`config.mk`:
```
export PLATFORM = sky130hd
export DESIGN_NAME = victim_wb_buffer
export DESIGN_NICKNAME = d
export VERILOG_FILES = /design/src/rtl/vwb_pkg.sv /design/src/rtl/vwb_entry.sv /design/src/rtl/vwb_ctrl.sv /design/src/rtl/vwb_lookup.sv /design/src/rtl/victim_wb_buffer.sv
export SDC_FILE = /design/constraint.sdc
export NUM_CORES = 1
export LEC_CHECK = 0
export BUFFER_PORTS_ARGS = -buffer_cell sky130_fd_sc_hd__buf_4
export CAP_MARGIN = 20
export CORE_AREA = 4 4 330 332
export CTS_CLUSTER_DIAMETER = 100
export DETAILED_ROUTE_END_ITERATION = 16
export DIE_AREA = 0 0 334 336
export GPL_ROUTABILITY_DRIVEN = 0
export GPL_TIMING_DRIVEN = 0
export MAX_ROUTING_LAYER = met4
export SYNTH_ARGS = -nofsm -noshare
export SYNTH_HDL_FRONTEND = slang
export SYNTH_SLANG_ARGS = --single-unit
```
`constraint.sdc`:
```
create_clock -name clk -period 4.8 [get_ports clk]
set_input_delay 0.24 -clock clk [delete_from_list [all_inputs] [get_ports clk]]
set_output_delay 0.24 -clock clk [all_outputs]
set_load 0.05 [all_outputs]
```
`src/rtl/vwb_pkg.sv`:
```
package vwb_pkg;

  typedef enum logic [1:0] {
    VB_EMPTY = 2'd0,
    VB_WAIT  = 2'd1,
    VB_DRAIN = 2'd2
  } vb_state_e;

endpackage

```
`src/rtl/vwb_entry.sv`:
```
module vwb_entry #(
  parameter int ADDR_W  = 27,
  parameter int BLOCK_W = 256
) (
  input  logic               clk,
  input  logic               rst,
  input  logic               load,
  input  logic [ADDR_W-1:0]  in_addr,
  input  logic [BLOCK_W-1:0] in_data,
  output logic [ADDR_W-1:0]  ent_addr,
  output logic [BLOCK_W-1:0] ent_data
);

  always_ff @(posedge clk) begin
    if (rst) begin
      ent_addr <= '0;
      ent_data <= '0;
    end else if (load) begin
      ent_addr <= in_addr;
      ent_data <= in_data;
    end
  end

  AST_ENTRY_HELD: assert property (@(posedge clk) disable iff (rst)
    !load |=> ($stable(ent_addr) && $stable(ent_data)));

endmodule

```
`src/rtl/vwb_ctrl.sv`:
```
module vwb_ctrl
  import vwb_pkg::*;
(
  input  logic clk,
  input  logic rst,
  input  logic evict_valid,
  input  logic evict_dirty,
  input  logic refill_done,
  input  logic wb_ready,
  output logic capture,
  output logic stall,
  output logic occupied,
  output logic wb_valid
);

  vb_state_e st_q, st_d;
  logic      dirty_offer;

  assign dirty_offer = evict_valid & evict_dirty;
  assign occupied    = (st_q != VB_EMPTY);
  assign capture     = dirty_offer & ~occupied;
  assign stall       = dirty_offer & occupied;
  assign wb_valid    = (st_q == VB_DRAIN);

  always_comb begin
    st_d = st_q;
    unique case (st_q)
      VB_EMPTY: if (capture)     st_d = refill_done ? VB_DRAIN : VB_WAIT;
      VB_WAIT:  if (refill_done) st_d = VB_DRAIN;
      VB_DRAIN: if (wb_ready)    st_d = VB_EMPTY;
      default:                   st_d = VB_EMPTY;
    endcase
  end

  always_ff @(posedge clk) begin
    if (rst) st_q <= VB_EMPTY;
    else     st_q <= st_d;
  end

  AST_CLEAN_DROPPED: assert property (@(posedge clk) disable iff (rst)
    (!occupied && evict_valid && !evict_dirty) |=> !occupied);

  AST_DRAIN_AFTER_REFILL: assert property (@(posedge clk) disable iff (rst)
    (st_q == VB_WAIT && !refill_done) |=> !wb_valid);

  AST_DRAIN_HOLDS: assert property (@(posedge clk) disable iff (rst)
    (wb_valid && !wb_ready) |=> wb_valid);

  AST_DRAIN_RELEASES: assert property (@(posedge clk) disable iff (rst)
    (wb_valid && wb_ready) |=> !occupied);

endmodule

```
`src/rtl/vwb_lookup.sv`:
```
module vwb_lookup #(
  parameter int ADDR_W  = 27,
  parameter int BLOCK_W = 256
) (
  input  logic               clk,
  input  logic               rst,
  input  logic               lk_valid,
  input  logic [ADDR_W-1:0]  lk_addr,
  input  logic               lk_full_write,
  input  logic               occupied,
  input  logic [ADDR_W-1:0]  ent_addr,
  input  logic [BLOCK_W-1:0] ent_data,
  output logic               hit_q,
  output logic [BLOCK_W-1:0] data_q,
  output logic               fetch_q
);

  logic hit_d;
  logic fetch_d;

  assign hit_d   = lk_valid & occupied & (lk_addr == ent_addr);
  assign fetch_d = lk_valid & ~hit_d & ~lk_full_write;

  always_ff @(posedge clk) begin
    if (rst) begin
      hit_q   <= 1'b0;
      fetch_q <= 1'b0;
    end else begin
      hit_q   <= hit_d;
      fetch_q <= fetch_d;
    end
  end

  always_ff @(posedge clk) begin
    if (rst)        data_q <= '0;
    else if (hit_d) data_q <= ent_data;
  end

  AST_HIT_NEEDS_ENTRY: assert property (@(posedge clk) disable iff (rst)
    hit_q |-> $past(occupied));

  AST_FETCH_EXCLUSIVE: assert property (@(posedge clk) disable iff (rst)
    fetch_q |-> (!hit_q && !$past(lk_full_write)));

endmodule

```
`src/rtl/victim_wb_buffer.sv`:
```
module victim_wb_buffer #(
  parameter int ADDR_W      = 27,
  parameter int BLOCK_BYTES = 32
) (
  input  logic                     clk,
  input  logic                     rst,
  input  logic                     evict_valid,
  input  logic                     evict_dirty,
  input  logic [ADDR_W-1:0]        evict_addr,
  input  logic [BLOCK_BYTES*8-1:0] evict_data,
  input  logic                     refill_done,
  output logic                     stall,
  output logic                     wb_valid,
  input  logic                     wb_ready,
  output logic [ADDR_W-1:0]        wb_addr,
  output logic [BLOCK_BYTES*8-1:0] wb_data,
  input  logic                     lk_valid,
  input  logic [ADDR_W-1:0]        lk_addr,
  input  logic                     lk_full_write,
  output logic                     lk_hit,
  output logic [BLOCK_BYTES*8-1:0] lk_data,
  output logic                     lk_fetch
);

  localparam int BLOCK_W = BLOCK_BYTES * 8;

  logic capture;
  logic occupied;

  vwb_ctrl u_ctrl (
    .clk         (clk),
    .rst         (rst),
    .evict_valid (evict_valid),
    .evict_dirty (evict_dirty),
    .refill_done (refill_done),
    .wb_ready    (wb_ready),
    .capture     (capture),
    .stall       (stall),
    .occupied    (occupied),
    .wb_valid    (wb_valid)
  );

  vwb_entry #(.ADDR_W(ADDR_W), .BLOCK_W(BLOCK_W)) u_entry (
    .clk      (clk),
    .rst      (rst),
    .load     (capture),
    .in_addr  (evict_addr),
    .in_data  (evict_data),
    .ent_addr (wb_addr),
    .ent_data (wb_data)
  );

  vwb_lookup #(.ADDR_W(ADDR_W), .BLOCK_W(BLOCK_W)) u_lookup (
    .clk           (clk),
    .rst           (rst),
    .lk_valid      (lk_valid),
    .lk_addr       (lk_addr),
    .lk_full_write (lk_full_write),
    .occupied      (occupied),
    .ent_addr      (wb_addr),
    .ent_data      (wb_data),
    .hit_q         (lk_hit),
    .data_q        (lk_data),
    .fetch_q       (lk_fetch)
  );

  AST_WB_STABLE: assert property (@(posedge clk) disable iff (rst)
    (wb_valid && !wb_ready) |=> ($stable(wb_addr) && $stable(wb_data)));

  AST_STALL_NO_LOAD: assert property (@(posedge clk) disable iff (rst)
    stall |=> ($stable(wb_addr) && $stable(wb_data)));

  AST_CAPTURE_KEEPS: assert property (@(posedge clk) disable iff (rst)
    (evict_valid && evict_dirty && !stall) |=> (wb_addr == $past(evict_addr)));

endmodule

```
* After elaboration in Yosys (flattened, before gate mapping)
Index checks and enable logic that the tools add are counted.
** Word-level totals
- Bits of input ports :: 318
- Register bits after elaboration :: 543
- Output and inout bits :: 543
- Logic and storage cells :: 30
** Cells by class
- Reductions and logical operators :: 3
- Bitwise logic cells :: 10
- Equality and inequality tests :: 6
- Mux-type cells :: 5
** Operators by type and width (count)
- 27-bit == test :: 1
- 2-bit two-way mux :: 4
- 1-bit AND :: 7
- 2-bit one-hot mux with 3 select lines :: 1
- 2-bit != test (second input constant) :: 2
- 1-bit NOT :: 3
- 3-bit AND reduction :: 1
- 2-bit by 1-bit == test with 1-bit output (second input constant) :: 1
- 2-bit == test (second input constant) :: 1
- 2-bit logical NOT :: 1
- 2-bit by 1-bit != test with 1-bit output (second input constant) :: 1
- 2-bit nonzero test :: 1

* Longest topological paths before layout
- Word-level depth :: 6
- Depth in mapped cells :: 8
- Depth with buffers taken out :: 5

* Modules after synthesis
A second synthesis with hierarchy kept.
** Unflattened totals
- Cell total of the unflattened synthesis :: 2084
- Area total of the unflattened synthesis :: 22186.3 um^2
** By module, submodules not included
- vwb_lookup :: area an instance 11822.6 um^2, sequential area each 5165.0 um^2, cells each 1160, times used 1
- vwb_entry :: area an instance 10264.8 um^2, sequential area each 5665.4 um^2, cells each 912, times used 1
- vwb_ctrl :: area an instance 98.8 um^2, sequential area each 40.0 um^2, cells each 12, times used 1

* Worst setup path before layout
No wires, ideal clock.
- Path kind :: flip-flop to flip-flop
- Start :: reg u_entry.ent_addr[9]
- End :: reg u_lookup.data_q[100]
- Setup time :: 0.070 ns
- Data required time :: 4.730 ns
- Cell stages (with the launch flop) :: 9
- Data arrival time :: 1.944 ns
- Slack :: 2.785 ns
- Period minus slack after synthesis :: 2.015 ns
- Buffers on the path :: 3
- Path through :: dfxtp_1 > xor2_1 > nor4_2 > and4_1 > buf_2 > buf_4 > buf_2 > nand3_1 > a21oi_1
** Between the ends
- Word-level cells in the longest chain between the ends :: 2
** RTL lines
- start, declared :: line vwb_entry.sv:10 : output logic [ADDR_W-1:0] ent_addr,
- start signal, assigned :: line vwb_entry.sv:19 : ent_addr <= in_addr;
- 27-bit == test :: line vwb_lookup.sv:21 : assign hit_d = lk_valid & occupied & (lk_addr == ent_addr);
- 1-bit AND :: line vwb_lookup.sv:21
- end signal, assigned :: line vwb_lookup.sv:36 : else if (hit_d) data_q <= ent_data;
- end, declared :: line vwb_lookup.sv:14 : output logic [BLOCK_W-1:0] data_q,
Every way passes these cells.
A chain may end at the register's enable or synchronous reset.

* Worst setup path in the final report
- Start :: reg u_entry.ent_addr[17]
- End :: reg u_lookup.fetch_q
** Between the ends
- Word-level cells in the longest chain between the ends :: 5
** RTL lines
- 27-bit == test :: line vwb_lookup.sv:21
- 1-bit AND :: line vwb_lookup.sv:21
- 1-bit NOT :: line vwb_lookup.sv:22 : assign fetch_d = lk_valid & ~hit_d & ~lk_full_write;
- 1-bit AND (2 in a row) :: line vwb_lookup.sv:22
- end signal, assigned :: line vwb_lookup.sv:30 : fetch_q <= fetch_d;
- end, declared :: line vwb_lookup.sv:15 : output logic fetch_q
Every way passes these cells.

==> summary by stage <==
Status
The flow ran to the end, and the final reports show no timing, DRC or antenna violations.

Worst setup path
The worst setup path is launched from a flip-flop. STA classifies the critical path endpoint as a flip-flop. Data on the critical path arrives at its endpoint at roughly 4.3 ns. Across all register-to-register paths, the minimum setup slack is 1.09 ns. The maximum fanout along the worst path is 10. By startpoint and endpoint, the worst setup path is classified as reg2reg.

The startpoint of the worst-slack reg-to-reg timing path is u_entry.ent_addr[17]$_SDFFE_PP0P_. The endpoint of the lowest-slack register-to-register path is u_lookup.fetch_q$_SDFF_PP0_. Counting cells, the worst reg-to-reg path comes to 7. The required time at the worst-slack endpoint is 5.33 ns.

Power
The worst voltage drop across the vdd grid is around 0.00031 V. After layout, the design draws a total of roughly 11 mW. In this run the static leakage power is approximately 13 nW. The power per cell area is between 300 and 400 nW/um^2.

Yosys
The count of mapped cells out of synthesis is approximately 2500. After synthesis, the netlist uses 21 different library cells. The mapped netlist covers 19690 sq um. A synthesized cell averages about 8.0 sq um.

The yosys synthesis warning count is 0. By area the synthesized netlist is led by dfxtp_1 (55%), a21oi_1 (14%), nand2_1 (11%). The share of synthesized area occupied by flip-flops and latches is 0.5520. Synthesis inferred roughly 540 register bits.

Summed over all instances, the cell type with the most area after synthesis is dfxtp_1. The area share of the largest cell type after synthesis is 0.5520. Synthesis produced a netlist with a net count of about 2800.

Clock network
The number of buffers inserted to repair setup after CTS is 0. In this run the clock root is driven by a clkbuf_16. CTS built an H-tree with a depth of 2. The clock drives between 500 and 600 sinks. The longest clock path from root to sink contains 3 buffers. The clock insertion delay at the later pin of the skew report is ~0.64 ns. Buffers inserted during clock tree synthesis total slightly above 60. The clock transition at the register clock pins on the worst setup and hold paths after CTS is ~0.060 ns.

TritonCTS built the clock tree.

Global routing
For met1 alone, demand over resource in global routing was 0.2249. The first global-routing pass estimated around 150000 microns of wire. met2 is the most crowded layer.

The total overflow reported by the global router is 0. The number of antenna violations at the first check in global routing came to 14. The met2 capacity usage during global routing is 0.3136.

Entering global routing, the biggest net connects 17 pins. The via count of the first global-routing pass is roughly 22000. Across every metal layer, demand over resource in global routing totals 0.1889. The met3 track demand over resource in global routing is 0.03712.

Min path
The path type of the worst min-delay path is in2reg. The startpoint of the most critical hold path is evict_dirty. The cell depth of the worst hold path is 5. The worst hold path terminates at u_ctrl.st_q[1]$_SDFFE_PP0P_.

Routing
In the routed design, unresolved DRC markers number 0. Wires add up to ~110000 microns. The detailed router's first-iteration violation count is 1444. The number of antenna-violating nets in the routed design is 0. The routed wire length per instance is 21.40 microns. The average via count per standard cell is approximately 4.5.

The number of search-and-repair iterations in the first detailed-routing pass is 5. The total vias in the final route is approximately 23000.

Timing
Setup repair after global routing left no endpoint under its margin. For the pin with the worst max-slew slack, the measured transition is roughly 1.2 ns. The max-slew violation total from the final report is 0.

Static timing analysis puts the maximum clock frequency at roughly 270 MHz. The hold violation count in the final report is 0. The clock tree skew after final layout is between 0.02 and 0.025 ns. The fraction of the cycle the final worst path needs is 0.7733. Setup violations remaining at the end of the flow were counted as 0. Counting I/O delays and the setup requirement, the final critical path takes around 3.7 ns. The sum of negative setup slack is 0 ns.

The relative slew slack is 0.2091.

Floorplanning
In this run the core area contains 120 standard-cell rows. The area enclosed by the die boundary is approximately 110000 sq um. From left edge to right edge, the die measures around 330 microns. The count of boundary I/O pins is roughly 860. The initial core utilization is 0.1853. The area of the core is ~110000 sq um. Measured along the y axis, the die boundary spans ~340 microns.

Place
Port buffering added 859 buffers. After detailed placement, the total cell area comes to 27980 sq um. The estimated wirelength of the detail-placed design is ~86000 microns.

Layout
After routing the design area is 33100 sq um. The share of final-layout standard cells stronger than drive strength 1 is 0.2787. The signed area change from the synthesized netlist to the final layout is 68.07%. The post-layout net count is 3983. Once layout is complete, the utilization of the core stands at 0.3114.

Run
The number of violations of the max-capacitance limit is 0.
synth_stat cells (all sizes together):
master and count:
nor3 1, nand2 567, nor2b 1, nand3 258
or2 1, nor4 8, and4 1, xor2 27
buf 60, a21oi 541, o21ai 257, and3 2
dfxtp 543, clkbuf 176, nor2 5, nand4 1
inv 1, nor3b 1
sequential cells by signal (all words and copies together), names as in the netlist:
signal            cells
u_entry.ent_data    256
u_lookup.data_q     256
u_entry.ent_addr     27
u_lookup.fetch_q      1
u_lookup.hit_q        1
u_ctrl.st_q           2
cell families after synthesis:
kind of cell,synth area share
simple gates,0.1811
compound gates,0.2028
flops,0.5520
buf+inv,0.05216
xor+xnor,0.01201
worst max-delay path by stage:
stage	start	to	cells after the start
6_report	u_entry.ent_addr[17]$_SDFFE_PP0P_	u_lookup.fetch_q$_SDFF_PP0_	7
5_1_grt	u_ctrl.st_q[1]$_SDFFE_PP0P_	u_lookup.data_q[115]$_SDFFE_PP0P_	7
4_1_cts	u_entry.ent_addr[17]$_SDFFE_PP0P_	u_lookup.fetch_q$_SDFF_PP0_	7
3_5_place_dp	u_ctrl.st_q[1]$_SDFFE_PP0P_	u_lookup.data_q[117]$_SDFFE_PP0P_	7
3_3_place_gp	evict_valid	u_entry.ent_data[118]$_SDFFE_PP0P_	7
2_1_floorplan	u_entry.ent_addr[9]$_SDFFE_PP0P_	u_lookup.data_q[100]$_SDFFE_PP0P_	8
timing repair:
action | 4_1_cts | 5_1_grt
hold buffers | 288 | 0
gates resized for setup | 0 | 0
endpoints found under the setup margin | 0 | 0
endpoints found under the hold margin | 286 | 0
area by class of cell:
class,instances,area [sq um]
sequential,543,10870
clock inverter,31,459.2
buffer,236,1028
fill,11220,73200
tap,1403,1755
antenna,16,40.04
inverter,1,3.754
timing repair buffer,1151,9404
multi-input combinational,1671,7796
clock buffer,84,1743
report_power, final:
| part | total, mW | internal, mW | switching (mW) |
|---|---|---|---|
| Combinational | 1.50 | 0.570 | 0.929 |
| Clock | 5.12 | 3.08 | 2.04 |
| Sequential | 4.75 | 4.62 | 0.131 |
| Total | 11.4 | 8.28 | 3.10 |
metrics by stage:
stage               hold slack [ns]  cells  setup WS [ns]
finish                       0.1247   5136          1.088
global route                 0.1213   5123         0.8628
CTS                         0.06309   5120         0.9844
detailed placement           0.4214   4717          1.024
global placement             0.4154   4713          1.049
floorplan                    0.3187   2451          2.785
routing by layer:
metal	vias up	wire (microns)
met1	11070	44670
met3	249	7486
met4	0	5172
met5	-	0
li1	10800	-
met2	1057	52590
worst max-delay path, cell delays in order (launching register included):
cell           delay [ns]
dfxtp_1              0.38
xor2_1               0.19
nor4_2               0.60
nand4_1              0.68
clkbuf_1             0.61
or2_1                0.42
and3_1               0.17
dlygate4sd3_1        0.54
layout by cell type, fill, tap and decap left out, types with 2 or more instances in the layout:
master / instances
buf_4: 884
clkbuf_2: 4
o21ai_1: 30
nand3_1: 258
clkinvlp_4: 4
dlygate4sd3_1: 288
nor2_1: 5
clkbuf_1: 182
xor2_1: 27
bufinv_16: 10
clkinv_2: 10
nand2_1: 567
clkinv_8: 2
and3_1: 2
clkbuf_8: 13
nor4_1: 4
a21oi_1: 541
buf_8: 3
inv_6: 3
o21ai_0: 227
dfxtp_1: 543
nor4_2: 4
clkbuf_16: 61
diode_2: 16
buf_2: 35
No activity file was read; power rests on OpenSTA's default activity.
